<file path="src/rtl/nib3w_pkg.sv">
package nib3w_pkg;
  localparam int NIB_W  = 4;
  localparam int BYTE_W = 8;
  localparam logic [BYTE_W-1:0] CMD_RD = 8'h40;
  localparam logic [BYTE_W-1:0] CMD_AD = 8'h20;
  localparam logic [BYTE_W-1:0] CMD_DT = 8'h10;

  typedef enum logic [1:0] {T_IDLE, T_CMD, T_SEC, T_FIN} top_st_e;
  typedef enum logic [1:0] {SH_IDLE, SH_HI, SH_LO} sh_st_e;
endpackage

</file>
<file path="src/rtl/nib3w_halfper.sv">
module nib3w_halfper #(
  parameter int HALF_CYC = 70
) (
  input  logic clk_i,
  input  logic rst_ni,
  input  logic restart_i,
  output logic tick_o
);
  localparam int CW = (HALF_CYC > 1) ? $clog2(HALF_CYC) : 1;
  logic [CW-1:0] cnt_q;

  always_ff @(posedge clk_i or negedge rst_ni) begin
    if (!rst_ni)               cnt_q <= '0;
    else if (restart_i)        cnt_q <= CW'(HALF_CYC - 1);
    else if (cnt_q != '0)      cnt_q <= cnt_q - 1'b1;
  end

  assign tick_o = (cnt_q == '0);
endmodule

</file>
<file path="src/rtl/nib3w_shifter.sv">
module nib3w_shifter
  import nib3w_pkg::*;
(
  input  logic              clk_i,
  input  logic              rst_ni,
  input  logic              start_i,
  input  logic              tx_i,
  input  logic [BYTE_W-1:0] byte_i,
  input  logic              tick_i,
  input  logic              sd_i,
  output logic              restart_o,
  output logic              done_o,
  output logic              sck_o,
  output logic              sd_o,
  output logic              sd_oe_o,
  output logic [NIB_W-1:0]  rx_o
);
  localparam int BC_W = $clog2(BYTE_W);

  sh_st_e            st_q;
  logic [BYTE_W-1:0] sreg_q;
  logic [BC_W-1:0]   bcnt_q;
  logic              tx_q, sck_q, sd_q, oe_q;
  logic              last_bit;

  assign last_bit = (bcnt_q == BC_W'(BYTE_W - 1));

  always_ff @(posedge clk_i or negedge rst_ni) begin
    if (!rst_ni) begin
      st_q <= SH_IDLE; sreg_q <= '0; bcnt_q <= '0;
      tx_q <= 1'b0; sck_q <= 1'b1; sd_q <= 1'b0; oe_q <= 1'b0;
    end else begin
      unique case (st_q)
        SH_IDLE: if (start_i) begin
          st_q   <= SH_HI;
          sreg_q <= byte_i;
          bcnt_q <= '0;
          tx_q   <= tx_i;
          sd_q   <= tx_i & byte_i[BYTE_W-1];
          oe_q   <= tx_i;
        end
        SH_HI: if (tick_i) begin
          // receive: sample before the falling edge
          if (!tx_q) sreg_q <= {sreg_q[BYTE_W-2:0], sd_i};
          sck_q <= 1'b0;
          st_q  <= SH_LO;
        end
        SH_LO: if (tick_i) begin
          sck_q <= 1'b1;
          if (last_bit) begin
            st_q <= SH_IDLE;
            oe_q <= 1'b0;
            sd_q <= 1'b0;
          end else begin
            st_q   <= SH_HI;
            bcnt_q <= bcnt_q + 1'b1;
            if (tx_q) begin
              sreg_q <= {sreg_q[BYTE_W-2:0], 1'b0};
              sd_q   <= sreg_q[BYTE_W-2];
            end
          end
        end
        default: st_q <= SH_IDLE;
      endcase
    end
  end

  assign restart_o = (st_q == SH_IDLE) ? start_i : tick_i;
  assign done_o    = (st_q == SH_LO) && tick_i && last_bit;
  assign sck_o     = sck_q;
  assign sd_o      = sd_q;
  assign sd_oe_o   = oe_q;
  assign rx_o      = sreg_q[NIB_W-1:0];

  a_r2_sd_stable_low: assert property (@(posedge clk_i) disable iff (!rst_ni)
    (!sck_q && $past(!sck_q)) |-> $stable(sd_q));
endmodule

</file>
<file path="src/rtl/nib3w_master.sv">
module nib3w_master
  import nib3w_pkg::*;
#(
  parameter int HALF_CYC = 70
) (
  input  logic             clk_i,
  input  logic             rst_ni,
  input  logic             req_i,
  input  logic             we_i,
  input  logic [NIB_W-1:0] addr_i,
  input  logic [NIB_W-1:0] wdata_i,
  input  logic             ce_i,
  output logic             done_o,
  output logic             busy_o,
  output logic [NIB_W-1:0] rdata_o,
  output logic             ce_o,
  output logic             sck_o,
  output logic             sd_o,
  output logic             sd_oe_o,
  input  logic             sd_i
);
  top_st_e           st_q;
  logic              wr_q, start_q, ce_q;
  logic [NIB_W-1:0]  addr_q, wdata_q, rdata_q;
  logic              sh_tx, sh_restart, sh_tick, sh_done;
  logic [BYTE_W-1:0] sh_byte, cmd_byte;
  logic [NIB_W-1:0]  sh_rx;

  assign cmd_byte = CMD_AD | (wr_q ? '0 : CMD_RD) | BYTE_W'(addr_q);
  assign sh_byte  = (st_q == T_CMD) ? cmd_byte : (CMD_DT | BYTE_W'(wdata_q));
  assign sh_tx    = (st_q == T_CMD) || wr_q;

  always_ff @(posedge clk_i or negedge rst_ni) begin
    if (!rst_ni) begin
      st_q <= T_IDLE; wr_q <= 1'b0; start_q <= 1'b0; ce_q <= 1'b0;
      addr_q <= '0; wdata_q <= '0; rdata_q <= '0;
    end else begin
      ce_q    <= ce_i;
      start_q <= 1'b0;
      unique case (st_q)
        T_IDLE: if (req_i) begin
          st_q <= T_CMD; start_q <= 1'b1;
          wr_q <= we_i; addr_q <= addr_i; wdata_q <= wdata_i;
        end
        T_CMD: if (sh_done) begin
          st_q <= T_SEC; start_q <= 1'b1;
        end
        T_SEC: if (sh_done) begin
          st_q <= T_FIN;
          if (!wr_q) rdata_q <= sh_rx;
        end
        T_FIN:   st_q <= T_IDLE;
        default: st_q <= T_IDLE;
      endcase
    end
  end

  nib3w_halfper #(.HALF_CYC(HALF_CYC)) u_halfper (
    .clk_i(clk_i), .rst_ni(rst_ni), .restart_i(sh_restart), .tick_o(sh_tick)
  );

  nib3w_shifter u_shifter (
    .clk_i(clk_i), .rst_ni(rst_ni), .start_i(start_q), .tx_i(sh_tx),
    .byte_i(sh_byte), .tick_i(sh_tick), .sd_i(sd_i), .restart_o(sh_restart),
    .done_o(sh_done), .sck_o(sck_o), .sd_o(sd_o), .sd_oe_o(sd_oe_o), .rx_o(sh_rx)
  );

  assign done_o  = (st_q == T_FIN);
  assign busy_o  = (st_q != T_IDLE);
  assign rdata_o = rdata_q;
  assign ce_o    = ce_q;

  a_r1_idle_rest: assert property (@(posedge clk_i) disable iff (!rst_ni)
    (st_q == T_IDLE) |-> (sck_o && !sd_oe_o));
  a_r8_done_single: assert property (@(posedge clk_i) disable iff (!rst_ni)
    done_o |=> !done_o);
  a_r7_oe_tx_only: assert property (@(posedge clk_i) disable iff (!rst_ni)
    sd_oe_o |-> ((st_q == T_CMD) || wr_q));
  a_r5_rx_no_drive: assert property (@(posedge clk_i) disable iff (!rst_ni)
    ((st_q == T_SEC) && !wr_q) |-> !sd_oe_o);
endmodule

</file>
<file path="config.mk">
export PLATFORM = sky130hd
export DESIGN_NAME = nib3w_master
export DESIGN_NICKNAME = d
export VERILOG_FILES = /design/src/rtl/nib3w_pkg.sv /design/src/rtl/nib3w_halfper.sv /design/src/rtl/nib3w_shifter.sv /design/src/rtl/nib3w_master.sv
export SDC_FILE = /design/constraint.sdc
export NUM_CORES = 1
export LEC_CHECK = 0
export ABC_AREA = 1
export BUFFER_PORTS_ARGS = -buffer_cell sky130_fd_sc_hd__buf_2
export CAP_MARGIN = 20
export CORE_ASPECT_RATIO = 0.5
export CORE_MARGIN = 2
export CORE_UTILIZATION = 55
export CTS_BUF_LIST = sky130_fd_sc_hd__clkbuf_4
export CTS_CLUSTER_DIAMETER = 120
export DETAILED_ROUTE_END_ITERATION = 8
export PLACE_DENSITY = 0.78
export SETUP_SLACK_MARGIN = 0.4
export SYNTH_ARGS = -nofsm -noshare
export SYNTH_HDL_FRONTEND = slang
export SYNTH_HIERARCHICAL = 1
export SYNTH_SLANG_ARGS = --single-unit
</file>
<file path="constraint.sdc">
create_clock -name clk_i -period 1.7 [get_ports clk_i]
set_input_delay 0.34 -clock clk_i [delete_from_list [all_inputs] [get_ports clk_i]]
set_output_delay 0.34 -clock clk_i [all_outputs]
set_load 0.05 [all_outputs]
</file>
-- After elaboration in Yosys (flattened, before gate mapping)
Cells that the tools add are included.
W data, S select, Z words.
- bits in writable memories: 0
- logic and storage cells: 99
- memories kept: 0
- flip-flop bits (word level): 40
- bits in latches: 0
- input port bits: 14
- ROM bits: 0
- multiplexer cells: 40
- $lt $le $gt $ge: 0
- equal/unequal tests: 17
- reduce and logical (&&, ||, !) cells: 22
- add/subtract/negate cells: 2
- $mul: 0
- shifts and indexed selects: 0
- divide/modulo/power cells: 0
- bitwise logic cells: 3
- operators by type and width (cell ; number):
    $mux W7 ; 10
    $pmux W7 S3 ; 1
    $mux W1 ; 13
    $mux W2 ; 6
    $ne A2 B2 Y1 const B ; 6
    $reduce_and A3 Y1 ; 4
    $reduce_and A4 Y1 ; 3
    $mux W3 ; 3
    $ne A2 B1 Y1 const B ; 4
    $pmux W1 S2 ; 4
    $pmux W2 S4 ; 1
    $reduce_bool A2 Y1 ; 4
    $logic_not A7 Y1 ; 1
    $or A7 B4 Y7 ; 1
    $reduce_and A7 Y1 ; 1
    $reduce_bool A7 Y1 ; 1
    $sub A7 B1 Y7 const B ; 1
    $eq A2 B2 Y1 const B ; 3
    $pmux W2 S3 ; 1
    $pmux W3 S2 ; 1
    $eq A2 B1 Y1 const B ; 2
    $logic_not A2 Y1 ; 2
    $reduce_and A2 Y1 ; 2
    $add A3 B1 Y3 const B ; 1
    other kinds (7) ; 8

-- Longest topological paths before layout
- depth in word-level cells: 5
- mapped depth: 13

-- Hierarchy
The synthesis kept the hierarchy.
- modules (own cells, without submodules) (module ; area an instance (sq um) ; cells each ; times used ; sequential area each (sq um)):
    nib3w_shifter ; 1093.5 ; 150 ; 1 ; 401.6
    nib3w_master ; 875.8 ; 103 ; 1 ; 425.4
    nib3w_halfper ; 434.2 ; 54 ; 1 ; 175.2

-- Worst setup path before layout
No wires, ideal clock.
- path type: reg2reg
- start: register u_halfper.cnt_q[0]
- end: register u_halfper.cnt_q[3]
- cell stages (with the launch flop): 12
- slack: -0.065 ns
- arrival: 1.647 ns
- buffers on the path: 0
- cell sequence: dfrtp_1 inv_1 ha_1 inv_1 nor2_2 nand3_4 clkinv_1 inv_2 o21ai_0 inv_1 nand3_1 nor2_1
- word-level cells in the longest chain between the ends: 3
- elaborated cells on any way between the ends: 7
- classes of those cells: add/sub (1); mux (3); reduce/logical (3)
- ends and longest elaborated chain (element ; RTL line ; source):
    start, declared ; nib3w_halfper.sv:10 ; logic [CW-1:0] cnt_q;
    start signal, assigned ; nib3w_halfper.sv:14 ; else if (restart_i) cnt_q <= CW'(HALF_CYC - 1);
    start signal, assigned ; nib3w_halfper.sv:15 ; else if (cnt_q != '0) cnt_q <= cnt_q - 1'b1;
    $logic_not A7 Y1 * ; nib3w_halfper.sv:18 ; assign tick_o = (cnt_q == '0);
    via sh_tick ; nib3w_master.sv:25 ; logic sh_tx, sh_restart, sh_tick, sh_done;
    $mux W1 * ; nib3w_shifter.sv:68 ; assign restart_o = (st_q == SH_IDLE) ? start_i : tick_i;
    via sh_restart ; nib3w_master.sv:25 ;
    $mux W7 / $reduce_bool A2 Y1 (equally long branches) ; n/a ;
The timed path passes the listed nets; every way through them passes the cells marked *. The select of a mux whose other input is x is not followed.
A chain may end at the register's enable or synchronous reset.

-- Worst setup path after layout
- start: register u_halfper.cnt_q[0]
- end: register u_shifter.sreg_q[3]
- word-level cells in the longest chain between the ends: 3
- elaborated cells on any way between the ends: 4
- classes of those cells: eq/ne (2); reduce/logical (2)
- ends and longest elaborated chain (element ; RTL line ; source):
    $logic_not A7 Y1 * ; nib3w_halfper.sv:18 ;
    via sh_tick ; nib3w_master.sv:25 ;
    $ne A2 B1 Y1 (no line) ; n/a ;
    $reduce_and A7 Y1 (no line) * ; n/a ;
    end signal, assigned ; nib3w_shifter.sv:36 ; sreg_q <= byte_i;
    end signal, assigned ; nib3w_shifter.sv:44 ; if (!tx_q) sreg_q <= {sreg_q[BYTE_W-2:0], sd_i};
    end signal, assigned ; nib3w_shifter.sv:58 ; sreg_q <= {sreg_q[BYTE_W-2:0], 1'b0};
    end, declared ; nib3w_shifter.sv:21 ; logic [BYTE_W-1:0] sreg_q;
The timed path passes the listed nets; every way through them passes the cells marked *.

==> flow_summary_export.csv <==
group,metric,value,unit
status,run_status,"complete, no violations",
clock_tree,clock-sinks,40,
run,cap_violations,0,
place,dp.final_hpwl,3698,µm
sta,finalHoldViolations,0,
critical_path,cp.depth,13,
grt,grt_pass1_vias,2079,
critical_path,cp-end-kind,"flip-flop",
critical_path,reg2reg_from,"u_halfper/cnt_q[0]",
grt,busiest_layer,"met2",
synth,synthTopCellsByCount,"112 x nand2_1, 39 x dfrtp_1, 33 x inv_1, 32 x nand3_1, 18 x o21ai_0",
synth,synth_top_area_cell,"dfrtp_1",
synth,netlist_instances,307,
route,wl,5696,µm
synth,ys_seq_area_share,41.70,%
die,dieWidth,97.49,µm
final_layout,stdcell_area,3072,µm²
place,portBuffers,23,
die,core_area,4044,µm²
clock_tree,clockRootBuffer,"clkbuf_4",
clock_tree,numCtsBuffers,5,
synth,yosys_warnings,6,
critical_path,arrival,2.00,ns
final_layout,drive_gt1_share,35.21,%
critical_path,slowest_stage,"dfrtp_1",
route,wire_per_inst,13.93,µm
synth,netlist_top_cells_area,"dfrtp_1 41%, nand2_1 17%, ha_1 8.8%",
sta,fmax,0.5897,GHz
final_layout,syn_to_final_growth,27.80,%
grt,grt_use_met2,42.30,%
place,dp_worst_setup_slack,-0.03105,ns
synth,synth_top_area_share,40.60,%
critical_path,r2r_cells,13,
clock_tree,cts_max_path_buffers,2,
final_layout,fillers,287,
route,avgViaCountPerCell,5.196,
critical_path,path_delay_family,"simple AND/OR/NAND/NOR gates",
sta,finalCritPeriodShare,99.75,%
route,drt_iter0_drc,88,
clock_tree,h-tree-depth,2,
route,num_vias,2125,
grt,grt_max_degree,22,
synth,syn_nets,338,
power,ir_drop,0.9119,mV
place,place_area,2675,µm²
synth,synth-edff-count,0,
sta,finalSetupViolCount,0,
die,start_util,59.44,%
route,drt.antenna.violating_nets,0,
sta,hold_ws,0.07570,ns
grt,gr-total-overflow,0,
critical_path,slowest_delay,0.44,ns
critical_path,crit_buf_inv,5,
clock_tree,cts_tree,"yes",
sta,period_needed,1.696,ns
grt,track_usage,23.90,%
synth,ys_ff_latch,40,
power,fin_total_pwr,2.802,mW
synth,yosys.cell_types.count,27,
sta,rsz0062_at_grt,"yes",
synth,synth_most_common_cell,"nand2_1",
min_path,hold_class,"in2reg",
synth,async_flop_share,100.0,%
critical_path,cp-start-kind,"flip-flop",
critical_path,crit_required,2.00,ns
grt,grtUsageMet1,29.58,%
synth,netlist_area,2404,µm²
critical_path,critPathMaxFanout,7,
critical_path,crit_chain,"inv_2 > ha_4 > inv_2 > nor2_4 > nand3_4 > clkinv_4 > inv_8 > nand2_8 > nand2_4 > nor2_4 > buf_6 > nand3_2 > nand2_1",
die,die_y,50.75,µm
clock_tree,clkLatencyLatePin,0.36,ns
clock_tree,clk_pin_slew_worst_paths,0.13,ns
sta,clock_skew,0.008962,ns
synth,ys.flop_type,"dfrtp_1",
final_layout,nNetsFinal,386,
grt,antenna_found_initial,0,
power,cellLeakagePower,1.532,nW
sta,layout_setup_ws,0.004204,ns
place,place_congestion,0.8182,
sta,drv_slew,0,
route,drc,0,
die,ios,24,
grt,grt_pass1_wl,9287,µm
grt,grtUsageMet3,4.735,%
power,p_per_area,912.0,nW/µm²
critical_path,cp-endpoint,"u_shifter/sreg_q[3]",
final_layout,antenna_cells,0,
critical_path,setup.worst_path.start,"u_halfper/cnt_q[0]",
critical_path,r2r_end,"u_shifter/sreg_q[3]",
critical_path,regToRegSetupSlack,0.004,ns
die,rows,16,
route,firstDrtPassIters,4,
synth,syn_area_per_cell,7.829,µm²
die,dieArea,4947,µm²
critical_path,path_class,"reg2reg",
==> logic make-up after synthesis <==
group / after synthesis / share of synthesized area, %
flip-flops: 40 / 41.70
buffers and inverters: 46 / 9.734
adder cells (fa/ha/maj): 17 / 8.849
AO/OA/AOI/OAI: 26 / 6.039
other: 1 / 0.1560
AND/OR/NAND/NOR: 177 / 33.52
==> cells in the final DEF, fill, tap and decap left out, drive strengths merged <==
cell type,count
clkbuf,5
ha,17
nand2,117
conb,1
dfrtp,39
a21o,1
dlygate4sd3,1
or2,1
inv,33
nor2,22
buf,51
clkinv,2
nand4,2
o21ai,21
nand3,35
a21oi,4
clkinvlp,2
dfstp,1
==> registers in the layout, indices dropped and copies added, names as in the netlist <==
name               flops
addr_q                 4
ce_o                   1
rdata_o                4
st_q                   2
start_q                1
u_halfper/cnt_q        7
u_shifter/bcnt_q       3
u_shifter/sck_o        1
u_shifter/sd_o         1
u_shifter/sd_oe_o      1
u_shifter/sreg_q       7
u_shifter/st_q         2
u_shifter/tx_q         1
wdata_q                4
wr_q                   1
==> worst min-delay path by stage <==
stage	from	end	slack (ns)	depth (start not counted)
4_1_cts	ce_i	ce_o	0.08	1
6_report	ce_i	ce_o	0.08	1
5_1_grt	ce_i	ce_o	0.06	1
3_3_place_gp	rst_ni	u_halfper/cnt_q[2]	0.32	1
3_5_place_dp	rst_ni	u_halfper/cnt_q[6]	0.33	1
2_1_floorplan	rst_ni	addr_q[0]	0.04	0
==> cell type report <==
| class | instances | area (µm²) | area share, % |
|---|---|---|---|
| Timing Repair Buffer | 52 | 446.7 | 14.54 |
| Inverter | 35 | 150.1 | 4.888 |
| Clock buffer | 5 | 37.54 | 1.222 |
| Tap cell | 54 | 67.56 | 2.200 |
| Multi-Input combinational cell | 221 | 1353 | 44.03 |
| Clock inverter | 2 | 12.51 | 0.4073 |
| Sequential cell | 40 | 1005 | 32.71 |
==> power by group <==
| part | internal, mW | switching [mW] | leakage [nW] |
|---|---|---|---|
| clock | 0.151 | 0.342 | 0.0271 |
| combinational | 0.480 | 0.652 | 1.01 |
| sequential | 1.09 | 0.0862 | 0.492 |
| total | 1.72 | 1.08 | 1.53 |
==> metal layers <==
metal	vias to the layer above	part of all wire [%]
met3	12	3.2
met4	0	1.6
met1	1020	42
met2	42	53
met5	-	0
li1	1051	-
==> per-stage QoR <==
stage | std cells | utilization, % | setup TNS, ns
detailed placement | 384 | 66.15 | -0.08380
floorplan | 307 | - | 0
global placement | 384 | 66.15 | 0
finish | 409 | 75.96 | 0
global route | 409 | 75.96 | -0.1879
CTS | 403 | 71.66 | 0
==> worst reg2reg max path: stages (launching register included) <==
cell      delay, ns
dfrtp_1        0.44
inv_2          0.10
ha_4           0.14
inv_2          0.04
nor2_4         0.09
nand3_4        0.09
clkinv_4       0.08
inv_8          0.05
nand2_8        0.06
nand2_4        0.06
nor2_4         0.17
buf_6          0.17
nand3_2        0.07
nand2_1        0.08
==> repair_timing <==
item                                   CTS  global route
endpoints found under the hold margin   18             0
hold buffers                             1             0
setup buffers                           11             6
gates resized for setup                 25            45
setup endpoints to repair               38            43
pin swaps                                7             9
No activity file was read; power rests on OpenSTA's default activity.
